### src/rtl/a429_rx_pkg.sv
package a429_rx_pkg;

    typedef struct packed {
        logic en;        // channel in service
        logic loop;      // receive from loopback lines
        logic lbl_chk;   // label acceptance check
        logic lbl_prog;  // label memory programming allowed
        logic odd;       // odd parity when 1, even when 0
        logic par_en;    // parity check enabled
    } rx_ctrl_t;

    localparam int CTRL_W     = 16;
    localparam int FLAG_BIT   = 7;

    function automatic rx_ctrl_t decode_ctrl(input logic [CTRL_W-1:0] raw);
        rx_ctrl_t c;
        c.en       = raw[15];
        c.loop     = raw[14];
        c.lbl_chk  = raw[13];
        c.lbl_prog = raw[12];
        c.odd      = raw[11];
        c.par_en   = raw[10];
        return c;
    endfunction

endpackage

### src/rtl/a429_rx_front.sv
module a429_rx_front #(
    parameter int SYNC_STAGES = 2
) (
    input  logic clk,
    input  logic rst_n,
    input  logic ext_one,
    input  logic ext_zero,
    input  logic lp_one,
    input  logic lp_zero,
    input  logic sel_loop,
    output logic rise_one,
    output logic rise_zero,
    output logic both_hi,
    output logic act_fall
);
    localparam int TOP = SYNC_STAGES - 1;

    typedef struct packed {
        logic [SYNC_STAGES-1:0] one_sh;
        logic [SYNC_STAGES-1:0] zero_sh;
        logic                   one_p;
        logic                   zero_p;
    } front_t;

    front_t st_q, st_d;
    logic   src_one, src_zero, s_one, s_zero;

    always_comb begin
        src_one  = sel_loop ? lp_one  : ext_one;
        src_zero = sel_loop ? lp_zero : ext_zero;
        s_one    = st_q.one_sh[TOP];
        s_zero   = st_q.zero_sh[TOP];

        st_d         = st_q;
        st_d.one_sh  = {st_q.one_sh[SYNC_STAGES-2:0], src_one};
        st_d.zero_sh = {st_q.zero_sh[SYNC_STAGES-2:0], src_zero};
        st_d.one_p   = s_one;
        st_d.zero_p  = s_zero;

        rise_one  = s_one  & ~st_q.one_p;
        rise_zero = s_zero & ~st_q.zero_p;
        both_hi   = s_one & s_zero;
        act_fall  = (st_q.one_p | st_q.zero_p) & ~(s_one | s_zero);
    end

    always_ff @(posedge clk or negedge rst_n) begin
        if (!rst_n) st_q <= '0;
        else        st_q <= st_d;
    end


    edge_single_chk: assert property (@(posedge clk) disable iff (!rst_n)
        rise_one |=> !rise_one);

endmodule

### src/rtl/a429_rx_gap.sv
module a429_rx_gap #(
    parameter int GAP_W = 8
) (
    input  logic             clk,
    input  logic             rst_n,
    input  logic             tick,
    input  logic             clr,
    input  logic             run,
    input  logic [GAP_W-1:0] gap_val,
    output logic             eom
);
    typedef struct packed {
        logic [GAP_W-1:0] cnt;
    } gap_t;

    gap_t             st_q, st_d;
    logic [GAP_W-1:0] cnt_nxt;

    always_comb begin
        st_d    = st_q;
        eom     = 1'b0;
        cnt_nxt = st_q.cnt + 1'b1;
        if (clr) begin
            st_d.cnt = '0;
        end else if (run && tick) begin
            if (cnt_nxt == gap_val) eom = 1'b1;
            else                    st_d.cnt = cnt_nxt;
        end
    end

    always_ff @(posedge clk or negedge rst_n) begin
        if (!rst_n) st_q <= '0;
        else        st_q <= st_d;
    end


    gap_reset_chk: assert property (@(posedge clk) disable iff (!rst_n)
        clr |=> (st_q.cnt == '0));

endmodule

### src/rtl/a429_rx_lblmem.sv
module a429_rx_lblmem #(
    parameter int LBL_W = 8
) (
    input  logic             clk,
    input  logic             rst_n,
    input  logic             wr_en,
    input  logic             prog_en,
    input  logic [LBL_W-1:0] wr_addr,
    input  logic             wr_bit,
    input  logic [LBL_W-1:0] rd_addr,
    output logic             rd_bit
);
    localparam int DEPTH = 1 << LBL_W;

    logic [DEPTH-1:0] mem_q, mem_d;

    always_comb begin
        mem_d = mem_q;
        if (wr_en && prog_en) mem_d[wr_addr] = wr_bit;
        rd_bit = mem_q[rd_addr];
    end

    always_ff @(posedge clk or negedge rst_n) begin
        if (!rst_n) mem_q <= '0;
        else        mem_q <= mem_d;
    end


    lbl_locked_chk: assert property (@(posedge clk) disable iff (!rst_n)
        (wr_en && !prog_en) |=> $stable(mem_q));

endmodule

### src/rtl/a429_rx_channel.sv
module a429_rx_channel
    import a429_rx_pkg::*;
#(
    parameter int WORD_W      = 32,
    parameter int GAP_W       = 8,
    parameter int LBL_W       = 8,
    parameter int SYNC_STAGES = 2
) (
    input  logic                clk,
    input  logic                rst_n,
    input  logic                arinc_tick,
    input  logic                rx_one,
    input  logic                rx_zero,
    input  logic                lb_one,
    input  logic                lb_zero,
    input  logic                ctrl_wr,
    input  logic [15:0]         ctrl_wdata,
    output logic [15:0]         ctrl_rd,
    input  logic                gap_wr,
    input  logic [GAP_W-1:0]    gap_wdata,
    input  logic                lbl_wr,
    input  logic [LBL_W-1:0]    lbl_addr,
    input  logic                lbl_wbit,
    input  logic                lo_rd,
    output logic [WORD_W/2-1:0] word_hi,
    output logic [WORD_W/2-1:0] word_lo,
    output logic                buf_full,
    output logic                irq_rx
);
    localparam int HALF  = WORD_W / 2;
    localparam int CNT_W = $clog2(WORD_W) + 1;

    typedef struct packed {
        logic [CTRL_W-1:0] ctrl;
        logic              flag;
        logic [GAP_W-1:0]  gap;
        logic              in_word;
        logic [CNT_W-1:0]  bitcnt;
        logic              bad;
        logic [WORD_W-1:0] sh;
        logic              pend;
        logic [WORD_W-1:0] bufw;
        logic              full;
    } chan_t;

    chan_t    st_q, st_d;
    rx_ctrl_t cfg;
    logic     rise_one, rise_zero, both_hi, act_fall;
    logic     eom, gap_clr, gap_run, lbl_hit;
    logic     bit_evt, collide, starting;
    logic     count_ok, par_ok, lbl_ok;

    assign cfg = decode_ctrl(st_q.ctrl);

    a429_rx_front #(.SYNC_STAGES(SYNC_STAGES)) front_i (
        .clk(clk), .rst_n(rst_n),
        .ext_one(rx_one), .ext_zero(rx_zero),
        .lp_one(lb_one), .lp_zero(lb_zero),
        .sel_loop(cfg.loop),
        .rise_one(rise_one), .rise_zero(rise_zero),
        .both_hi(both_hi), .act_fall(act_fall)
    );

    a429_rx_gap #(.GAP_W(GAP_W)) gap_i (
        .clk(clk), .rst_n(rst_n),
        .tick(arinc_tick), .clr(gap_clr), .run(gap_run),
        .gap_val(st_q.gap), .eom(eom)
    );

    a429_rx_lblmem #(.LBL_W(LBL_W)) lbl_i (
        .clk(clk), .rst_n(rst_n),
        .wr_en(lbl_wr), .prog_en(cfg.lbl_prog),
        .wr_addr(lbl_addr), .wr_bit(lbl_wbit),
        .rd_addr(st_q.sh[LBL_W-1:0]), .rd_bit(lbl_hit)
    );

    always_comb begin
        bit_evt  = cfg.en & (rise_one | rise_zero);
        collide  = (rise_one & rise_zero) | both_hi;
        gap_clr  = act_fall | (bit_evt & ~st_q.in_word);
        gap_run  = st_q.in_word & cfg.en;
        count_ok = (st_q.bitcnt == CNT_W'(WORD_W)) & ~st_q.bad;
        par_ok   = ~cfg.par_en | ((^st_q.sh) == cfg.odd);
        lbl_ok   = ~cfg.lbl_chk | lbl_hit;
        starting = ~st_q.in_word | eom;

        st_d = st_q;

        // host side: control and gap registers
        if (ctrl_wr) begin
            st_d.ctrl           = ctrl_wdata;
            st_d.ctrl[FLAG_BIT] = 1'b0;
            st_d.flag           = st_q.flag & ctrl_wdata[FLAG_BIT];
        end
        if (gap_wr) st_d.gap = gap_wdata;

        // buffer release
        if (lo_rd) st_d.full = 1'b0;

        // held word moves into a freed buffer
        if (st_q.pend && !st_q.full) begin
            st_d.bufw = st_q.sh;
            st_d.full = 1'b1;
            st_d.pend = 1'b0;
        end

        // end-of-word evaluation
        if (eom) begin
            st_d.in_word = 1'b0;
            if (count_ok && lbl_ok) begin
                if (par_ok) begin
                    if (!st_q.full) begin
                        st_d.bufw = st_q.sh;
                        st_d.full = 1'b1;
                    end else begin
                        st_d.pend = 1'b1;
                    end
                end else begin
                    st_d.flag = 1'b1;
                end
            end
        end

        // bit capture
        if (bit_evt) begin
            st_d.pend    = 1'b0;
            st_d.in_word = 1'b1;
            if (starting) begin
                st_d.bitcnt = CNT_W'(1);
                st_d.sh     = {rise_one, {(WORD_W-1){1'b0}}};
                st_d.bad    = collide;
            end else begin
                if (st_q.bitcnt != '1) st_d.bitcnt = st_q.bitcnt + 1'b1;
                st_d.sh  = {rise_one, st_q.sh[WORD_W-1:1]};
                st_d.bad = st_q.bad | collide;
            end
        end else if (st_q.in_word && both_hi) begin
            st_d.bad = 1'b1;
        end

        if (!cfg.en) st_d.in_word = 1'b0;
    end

    always_ff @(posedge clk or negedge rst_n) begin
        if (!rst_n) st_q <= '0;
        else        st_q <= st_d;
    end

    assign word_hi  = st_q.bufw[WORD_W-1:HALF];
    assign word_lo  = st_q.bufw[HALF-1:0];
    assign buf_full = st_q.full;
    assign irq_rx   = st_q.full & cfg.en;
    always_comb begin
        ctrl_rd           = st_q.ctrl;
        ctrl_rd[FLAG_BIT] = st_q.flag;
    end


    buf_hold_chk: assert property (@(posedge clk) disable iff (!rst_n)
        (st_q.full && !lo_rd) |=> (st_q.full && $stable(st_q.bufw)));


    held_move_chk: assert property (@(posedge clk) disable iff (!rst_n)
        (st_q.pend && !st_q.full) |=> (st_q.full && !st_q.pend));


    flag_sticky_chk: assert property (@(posedge clk) disable iff (!rst_n)
        (st_q.flag && !(ctrl_wr && !ctrl_wdata[FLAG_BIT])) |=> st_q.flag);


    single_eom_chk: assert property (@(posedge clk) disable iff (!rst_n)
        eom |=> !eom);

endmodule

### config.mk
export PLATFORM = sky130hd
export DESIGN_NAME = a429_rx_channel
export DESIGN_NICKNAME = d
export VERILOG_FILES = /design/src/rtl/a429_rx_pkg.sv /design/src/rtl/a429_rx_front.sv /design/src/rtl/a429_rx_gap.sv /design/src/rtl/a429_rx_lblmem.sv /design/src/rtl/a429_rx_channel.sv
export SDC_FILE = /design/constraint.sdc
export NUM_CORES = 1
export LEC_CHECK = 0
export BUFFER_PORTS_ARGS = -buffer_cell sky130_fd_sc_hd__buf_2
export CAP_MARGIN = 20
export CORE_MARGIN = 2
export CORE_UTILIZATION = 45
export CTS_BUF_LIST = sky130_fd_sc_hd__clkbuf_2
export DETAILED_ROUTE_END_ITERATION = 12
export MAX_ROUTING_LAYER = met4
export PLACE_DENSITY = 0.58
export SLEW_MARGIN = 25
export SYNTH_ARGS = -nofsm -noshare
export SYNTH_HDL_FRONTEND = slang
export SYNTH_HIERARCHICAL = 1
export SYNTH_SLANG_ARGS = --single-unit
### constraint.sdc
create_clock -name clk -period 9.5 [get_ports clk]
set_clock_uncertainty 0.1 [all_clocks]
set_input_delay 1.425 -clock clk [delete_from_list [all_inputs] [get_ports clk]]
set_output_delay 1.425 -clock clk [all_outputs]
set_load 0.03 [all_outputs]
==> flow_metrics.tcl, run 1 <==
set metrics [dict create \
    outcome "completed" \
    portBuffers 93 \
    fin_crit_ns 5.128 \
    ios 94 \
    r2r_cells 12 \
    via_per_inst 5.422 \
    totalWireLength_mm 45.78 \
    cp.required_ns 10.27 \
    regToRegSetupSlack_ns 4.37 \
    htreeDepth 3 \
    synthCells 1635 \
    wl_per_cell_um 19.94 \
    finalSetupViolations 0 \
    cp_slowest_cell "dfrtp_1" \
    critPathBufInv 1 \
    clkSinkCount 368 \
    path_max_fanout 32 \
    worst_path_dominant_cell_family "compound AO/OA/AOI/OAI gates" \
    p_total_w 0.003051 \
    post-cts-setup-buffers 0 \
    grt_max_degree 173 \
    numCtsBuffers 99 \
    synthTopCellsByArea "dfrtp_1 (49%), mux2_2 (17%), nand2_1 (5.1%)" \
    fillers 3752 \
    grtUsageTotal_pct 22.34 \
    syn_area_um2 18740 \
    ff_latch_area_um2 9216 \
    synth-edff-count 0 \
    clkTransAtPathRegs_ns 0.09 \
    hold_class "flop to flop" \
    hold_depth 0 \
    slowest_delay_ns 0.88 \
    ant_nets 0 \
    max_cap_violations 0 \
    cts_resized 0 \
    max_freq_ghz 0.1950 \
    swShare_pct 29.06 \
    start_util_pct 45.79 \
    routabilityCongestion 0.8656 \
    cp.arrival_ns 5.90 \
    multi_input_area_um2 8576 \
    synth_top_area_share_pct 49.14 \
    grt_pass1_wl_mm 74.33 \
    power_frac_comb_pct 9.9 \
    fin_tns_setup_ns 0 \
    yosysSeqAreaShare_pct 49.14 \
    dieHeight_um 208.1 \
    power.density_nw_per_um2 152.3 \
    antenna_found_initial 2 \
    drc 0 \
    p_int_w 0.002164 \
    drive_gt1_share_pct 36.48 \
    die_w_um 208.1 \
    first_global_vias 13020 \
    hold_start "front_i/st_d[3]" \
    yosysUniqueCellTypes 67 \
    syn-num-nets 1682 \
    r2r_start "st_q[36]" \
    worstMarginPinSlew_ns 1.143 \
    crit_chain "nand3_1 -> o22ai_1 -> nor3_1 -> a2111oi_0 -> nor4_1 -> a31oi_1 -> inv_1 -> a21oi_1 -> nand2_1 -> a21o_1 -> a31o_4 -> mux2_4" \
    hold_viol 0 \
    clockRootBuffer "clkbuf_2" \
    synth-warning-count 6 \
    worstSetupStartpointType "flop" \
    hold_end "front_i/s_zero" \
    dp_hpwl_mm 28.57 \
    clk_latency_ns 0.99 \
    slew_viol_final 0 \
    synth-main-ff-cell "dfrtp_1" \
    p_switching_w 0.0008867 \
    postCtsHoldBufs 0 \
    cp-end-kind "flop" \
    p_seq_share_pct 54.6 \
    crit_type "flop to flop" \
    die_area_um2 43290 \
    fin_nets 1732 \
    rsz0062_at_grt "false" \
    peakVddDrop_uv 54.22 \
    postSynthAreaPerCell_um2 11.46 \
    cts_tree "yes" \
    first_pass_iters 5 \
    coreArea_um2 40920 \
    num_vias 12450 \
    grt_overflow 0 \
    synthArstFlopShare_pct 100.0 \
    finalCritPeriodShare_pct 53.98 \
    clock_power_share_pct 35.5 \
    drt-initial-drc-count 883 \
    rows 74 \
    syn2layout_area_growth_pct 6.917 \
    yosys.area.top_type "dfrtp_1" \
    yosys_register_bits 368 \
    clockBufferDepth 3 \
    slew_headroom_pct 23.73 \
    p_leak_nw 9.207 \
]
==> sequential cells by signal, summed over array words and instances, names as in the netlist, named ones only <==
signal / cells
buf_full: 1
front_i/st_q: 2
front_i/st_d: 2
lbl_i/mem_q: 256
front_i/s_one: 1
st_q: 49
gap_i/st_q: 8
front_i/s_zero: 1
ctrl_rd: 16
==> kinds of logic after synthesis <==
group / share of synthesized area, %
xor+xnor: 2.030
simple gates: 11.52
fa+ha+maj: 0.2537
flops: 49.14
mux: 27.19
compound gates: 4.514
buf+inv: 5.348
==> power groups by stage <==
stage / combinational [W] / clock [W] / sequential [W]
finish: 0.000302 / 0.00108 / 0.00167
floorplan: 0.000217 / 0 / 0.00168
global placement: 0.000298 / 0 / 0.00170
detailed placement: 0.000304 / 0 / 0.00170
CTS: 0.000305 / 0.00113 / 0.00167
global route: 0.000337 / 0.00122 / 0.00168
==> through the flow <==
| stage | cell area [um^2] | hold WS, ns | instances | setup WS [ns] | util [%] |
|---|---|---|---|---|---|
| after CTS | 19980 | 0.2618 | 2290 | 4.404 | 48.82 |
| after global routing | 20040 | 0.2794 | 2296 | 4.170 | 48.96 |
| after floorplan | 18740 | 0.2312 | 1635 | 5.266 | - |
| after global placement | 19120 | 0.2332 | 2114 | 4.533 | 46.73 |
| final | 20040 | 0.2586 | 2296 | 4.372 | 48.96 |
| after detailed placement | 19120 | 0.2402 | 2114 | 4.447 | 46.73 |
==> worst reg2reg max path, delay by kind of cell (launching register included) <==
family / cells / cell delay [ns]
simple gates: 4 / 1.20
buf+inv: 1 / 0.10
flops: 1 / 0.88
compound gates: 6 / 2.34
mux: 1 / 0.40
==> cell usage after synthesis (all sizes together) (12+ instances only) <==
cell,number
dfrtp,368
mux2,313
nand2,257
nor2,143
buf,86
clkbuf,79
mux2i,62
o21ai,47
mux4,36
xnor2,28
nand3,25
o22ai,20
nor2b,19
nor3,13
inv,12
==> layer usage <==
layer,track usage [%],vias up,share of wire (%)
met5,-,-,0
met4,7.312,0,2.2
met3,4.604,86,4.9
met2,33.04,299,46
met1,30.82,6276,47
li1,-,5787,-
==> cells in the final DEF, fill, tap and decap left out, types with 12 or more instances in the layout <==
master    instances
dfrtp_1         366
mux2_2          281
nand2_1         257
clkbuf_2        154
nor2_1          132
buf_2            91
mux2i_1          62
o21ai_0          46
mux2_4           32
mux4_2           31
xnor2_1          26
nand3_1          25
clkinv_1         21
o22ai_1          20
buf_4            19
nor2b_1          18
inv_1            12
nor3_1           12
==> worst max path at each step <==
stage                              start   end  slack [ns]  cells after the start
after global placement          st_q[36]  flop        4.53                     12
final                           st_q[36]  flop        4.37                     12
after CTS                       st_q[36]  flop        4.40                     12
after floorplan           front_i/s_zero  flop        5.27                     17
after global routing            st_q[36]  flop        4.17                     12
after detailed placement        st_q[36]  flop        4.45                     12
==> area by class of cell <==
class	count	share of cell area (%)
well taps	532	3.322
clock inverters	22	0.4122
repair buffers	114	3.322
flip-flops and latches	368	46.00
diodes	4	0.04996
clock buffers	154	3.847
inverters	13	0.2436
multi-input cells	1089	42.80
(Power assumes the default switching activity.)
==> run 2: changes to the inputs <==
- clock period: 9.5 -> 4.9 ns (I/O delays scaled with it)
==> run 2 against run 1 <==
  * Wire length rose by 2.5%
  * Critical path depth increased by 1
  * Cell area grew 3.1%
  * Core utilization increased by 1.5 points
  * Largest cell class unchanged
  * Critical path type unchanged
  * Power is 99% higher
  * Hold slack got worse by 0.12 ns
  * Sequential share of layout area decreased by 1.4 points
  * Register-to-register slack worse by 3.8 ns
  * Sequential power rose by 93%
  * Global-route usage up 0.55 points
  * Largest power group unchanged
  * Setup slack got worse by 3.8 ns
  * Count of clock-buffer cells in the layout down 5
==> flow_metrics.tcl, run 2 (synthesis results as in run 1) <==
set metrics [dict create \
    cp.arrival_ns 5.15 \
    clkTransAtPathRegs_ns 0.11 \
    slew_viol_final 0 \
    path_max_fanout 44 \
    die_w_um 208.1 \
    fin_tns_setup_ns 0 \
    fin_cells 2353 \
    largest_reg_flops 256 \
    worstMarginPinSlew_ns 1.050 \
    hold_depth 2 \
    r2r_cells 13 \
    cp_common_cell "a31oi_1" \
    regToRegSetupSlack_ns 0.61 \
    dp_worst_setup_slack_ns 0.5643 \
    htreeDepth 3 \
    hold_end "ctrl_rd[15]" \
    peakVddDrop_uv 124.2 \
    cp.required_ns 5.76 \
    dp.cells 2129 \
    hold_start "ctrl_wr" \
    max_cap_violations 0 \
    largest_register "lbl_i/mem_q" \
    p_int_w 0.004324 \
    outcome "completed" \
    power.density_nw_per_um2 294.5 \
    dieHeight_um 208.1 \
    fin_nets 1791 \
    start_util_pct 45.79 \
    p_leak_nw 9.481 \
    hold_class "input pin to flop" \
    grtUsageTotal_pct 22.89 \
    first_global_vias 13240 \
    r2r_start "st_q[35]" \
    hold_viol 0 \
    die_area_um2 43290 \
    totalWireLength_mm 46.92 \
    p_seq_share_pct 53.2 \
    clk_latency_ns 1.08 \
    antenna_found_initial 1 \
    grt_pass1_wl_mm 76.05 \
    via_per_inst 5.412 \
    finalSetupViolations 0 \
    cp_slowest_cell "dfrtp_4" \
    crit_chain "buf_4 -> mux4_2 -> a22o_1 -> o41ai_2 -> a31oi_1 -> nor4_1 -> a31oi_1 -> inv_1 -> a21oi_1 -> nand2_1 -> a21o_1 -> a31o_4 -> mux2_2" \
    wl_per_cell_um 19.94 \
    power_frac_comb_pct 10.3 \
    rows 74 \
    layout_commonest_cell "dfrtp_1" \
    clkSinkCount 368 \
    drc 0 \
    clockBufferDepth 3 \
    setup_slack_ns 0.6115 \
    crit_type "flop to flop" \
    cts_resized 0 \
    syn2layout_area_growth_pct 10.19 \
    postCtsHoldBufs 43 \
    slowest_delay_ns 0.98 \
    dp_hpwl_mm 29.76 \
    grt_max_degree 148 \
    worst_path_dominant_cell_family "compound AO/OA/AOI/OAI gates" \
    finalCritPeriodShare_pct 87.52 \
    routabilityCongestion 0.8446 \
    swShare_pct 28.89 \
    drive_gt1_share_pct 36.17 \
    p_switching_w 0.001757 \
    grt_overflow 0 \
    max_freq_ghz 0.2332 \
    worstSetupStartpointType "flop" \
    ios 94 \
    first_pass_iters 5 \
    drt-initial-drc-count 798 \
    coreArea_um2 40920 \
    portBuffers 93 \
    clock_power_share_pct 36.5 \
    slew_headroom_pct 29.90 \
    numCtsBuffers 101 \
    fin_crit_ns 4.288 \
    final_cell_mix "dfrtp_1 (366), mux2_2 (281), nand2_1 (257), clkbuf_2 (149), nor2_1 (133)" \
    fillers 3707 \
    post-cts-setup-buffers 0 \
    cp-end-kind "flop" \
    clockRootBuffer "clkbuf_2" \
    critPathBufInv 2 \
    rsz0062_at_grt "false" \
    ant_nets 0 \
    num_vias 12730 \
    cts_tree "yes" \
]
[run 2: cell types whose count changed in the layout (fill, tap and decap cells not counted), sizes merged]
| cell | change |
|---|---|
| inv | +1 |
| clkbuf | -6 |
| buf | +15 |
| bufinv | +2 |
| clkinv | +2 |
| dlygate4sd3 | +43 |
| clkinvlp | +2 |
| diode | -2 |
[run 2: how the worst max path moves through the flow]
stage                         startpoint   end  slack (ns)  depth (start not counted)
final                           st_q[35]  flop        0.61                         13
after global routing            st_q[35]  flop        0.40                         12
after CTS                       st_q[35]  flop        0.56                         13
after detailed placement        st_q[35]  flop        0.56                         13
after global placement          st_q[35]  flop        0.66                         13
after floorplan           front_i/s_zero  flop        0.67                         17
[run 2: stage by stage]
stage	area, um^2	power [W]	hold WS [ns]	utilization (%)
after floorplan	18740	0.003682	0.2312	-
after global placement	19260	0.003880	0.2396	47.06
after detailed placement	19260	0.003897	0.2363	47.07
after CTS	20610	0.006191	0.007107	50.37
after global routing	20650	0.006438	0.02541	50.45
final	20650	0.006081	0.1385	50.46
[run 2: final cells by class]
cell class                      count  area, um^2  share of cell area (%)
Antenna cell                        2       5.005                 0.02424
Clock buffer                      149       745.7                   3.611
Clock inverter                     29       172.7                  0.8362
Inverter                           13       48.80                  0.2363
Multi-Input combinational cell   1089        8574                   41.53
Sequential cell                   368        9216                   44.63
Tap cell                          532       665.6                   3.224
Timing Repair Buffer              171        1220                   5.908
[run 2: routing by layer]
metal / GRT usage, % / vias to the layer above / wire length, um
li1: - / 5899 / -
met1: 31.07 / 6448 / 21790
met2: 34.49 / 304 / 22040
met3: 4.634 / 83 / 2121
met4: 7.532 / 0 / 968
met5: - / - / 0
[run 2: power by group through the flow]
stage | combinational, W | clock, W | sequential (W)
6_report | 0.000628 | 0.00222 | 0.00323
5_1_grt | 0.000697 | 0.00249 | 0.00325
4_1_cts | 0.000638 | 0.00232 | 0.00323
3_5_place_dp | 0.000603 | 0 | 0.00329
3_3_place_gp | 0.000589 | 0 | 0.00329
2_1_floorplan | 0.000420 | 0 | 0.00326
==> run 3: changes to the inputs <==
- CORE_ASPECT_RATIO: not set -> 1.1
==> run 3 against run 2 <==
  * Die area about the same
  * Hold slack better by 0.024 ns
  * Combinational power down 1%
  * Critical path depth unchanged
  * Wire length up 1.8%
  * Global-route usage up 0.80 points
  * Count of clock-buffer cells in the layout down 1
  * Cell area about the same
  * Critical path type unchanged
==> flow_metrics.tcl, run 3 (synthesis results as in run 1) <==
set metrics [dict create \
    outcome "completed" \
    ios 94 \
    peakVddDrop_uv 163.8 \
    first_pass_iters 5 \
    post-cts-setup-buffers 0 \
    largest_register "lbl_i/mem_q" \
    drive_gt1_share_pct 36.27 \
    finalSetupViolations 0 \
    path_max_fanout 33 \
    die_area_um2 43290 \
    antenna_found_initial 3 \
    drt-initial-drc-count 766 \
    hold_end "ctrl_rd[9]" \
    routabilityCongestion 0.8171 \
    dp_hpwl_mm 29.73 \
    fin_crit_ns 4.303 \
    grt_max_degree 177 \
    layout_commonest_cell "dfrtp_1" \
    clk_latency_ns 1.01 \
    clkSinkCount 368 \
    r2r_cells 13 \
    clockRootBuffer "clkbuf_2" \
    hold_depth 2 \
    finalCritPeriodShare_pct 87.81 \
    r2r_start "st_q[34]" \
    fin_cells 2370 \
    slew_headroom_pct 24.33 \
    die_w_um 198.6 \
    start_util_pct 45.50 \
    dieHeight_um 218.0 \
    slew_viol_final 0 \
    fin_tns_setup_ns 0 \
    numCtsBuffers 97 \
    postCtsHoldBufs 39 \
    cp.required_ns 5.67 \
    cp.arrival_ns 5.07 \
    hold_start "ctrl_wr" \
    worstSetupStartpointType "flop" \
    portBuffers 93 \
    max_cap_violations 0 \
    power.density_nw_per_um2 288.3 \
    via_per_inst 5.389 \
    htreeDepth 3 \
    first_global_vias 13320 \
    hold_class "input pin to flop" \
    rows 78 \
    grt_overflow 0 \
    totalWireLength_mm 47.77 \
    fin_nets 1785 \
    drc 0 \
    grtUsageTotal_pct 23.69 \
    p_leak_nw 9.447 \
    final_cell_mix "dfrtp_1 (366), mux2_2 (281), nand2_1 (257), clkbuf_2 (148), nor2_1 (129)" \
    regToRegSetupSlack_ns 0.60 \
    syn2layout_area_growth_pct 10.13 \
    cp-end-kind "flop" \
    worstMarginPinSlew_ns 1.134 \
    ant_nets 0 \
    cts_tree "yes" \
    rsz0062_at_grt "false" \
    coreArea_um2 41180 \
    grt_pass1_wl_mm 76.32 \
    cts_resized 0 \
    wl_per_cell_um 20.16 \
    clockBufferDepth 3 \
    clkTransAtPathRegs_ns 0.10 \
    hold_viol 0 \
    max_freq_ghz 0.2324 \
    crit_type "flop to flop" \
    dp.cells 2160 \
    largest_reg_flops 256 \
    num_vias 12770 \
]
==> run 3: changes by cell type in the layout (fill, tap and decap cells not counted), moves of 3 or more <==
cell           before  now
clkinv_1           20   16
dlygate4sd3_1      43   39
nor2_1            133  129
nor2_2             10    7
nor2_4              0    7
==> run 3: final cells by class <==
cell class              instances  area [um^2]
clock buffers                 148        740.7
inverters                      13        48.80
well taps                     560        700.7
fillers                      3816        20550
clock inverters                19        100.1
diodes                          4        10.01
multi-input cells            1089         8610
repair buffers                169         1211
flip-flops and latches        368         9216
==> run 3: stage by stage <==
| step | hold slack, ns | setup slack [ns] | power (W) | cell area (um^2) | util, % |
|---|---|---|---|---|---|
| 4_1_cts | 0.01897 | 0.6824 | 0.006062 | 20610 | 50.05 |
| 2_1_floorplan | 0.2312 | 0.6663 | 0.003682 | 18740 | - |
| 6_report | 0.1628 | 0.5974 | 0.005950 | 20640 | 50.11 |
| 5_1_grt | 0.08855 | 0.4086 | 0.006307 | 20630 | 50.10 |
| 3_5_place_dp | 0.2364 | 0.7285 | 0.003893 | 19380 | 47.07 |
| 3_3_place_gp | 0.2346 | 0.7740 | 0.003876 | 19340 | 46.95 |
==> run 3: layer usage <==
layer | GRT usage (%) | share of wire (%)
met1 | 29.88 | 43
met2 | 37.97 | 49
met3 | 4.253 | 5.0
met4 | 9.303 | 2.7
met5 | - | 0
==> run 3: worst max-delay path: stages (launching register included) <==
cell and delay (ns):
dfrtp_4 0.85, buf_4 0.41, mux2i_1 0.25, o22ai_1 0.11
nor4_1 0.38, a31oi_1 0.13, a32oi_1 0.36, a31oi_1 0.21
inv_1 0.10, a21oi_1 0.06, nand2_1 0.10, a21o_1 0.14
a31o_4 0.52, mux2_2 0.40
==> run 3: how the worst max path moves through the flow <==
| stage | to | slack, ns | from |
|---|---|---|---|
| after floorplan | flop | 0.67 | front_i/s_zero |
| after global placement | flop | 0.77 | st_q[34] |
| after detailed placement | flop | 0.73 | st_q[34] |
| after CTS | flop | 0.68 | st_q[34] |
| after global routing | flop | 0.41 | st_q[34] |
| final | flop | 0.60 | st_q[34] |
==> run 3: power breakdown <==
| group | total, W | internal (W) | switching [W] |
|---|---|---|---|
| clock network | 0.00209 | 0.000841 | 0.00125 |
| registers | 0.00323 | 0.00315 | 0.0000880 |
| logic | 0.000622 | 0.000260 | 0.000362 |
| total | 0.00595 | 0.00425 | 0.00170 |
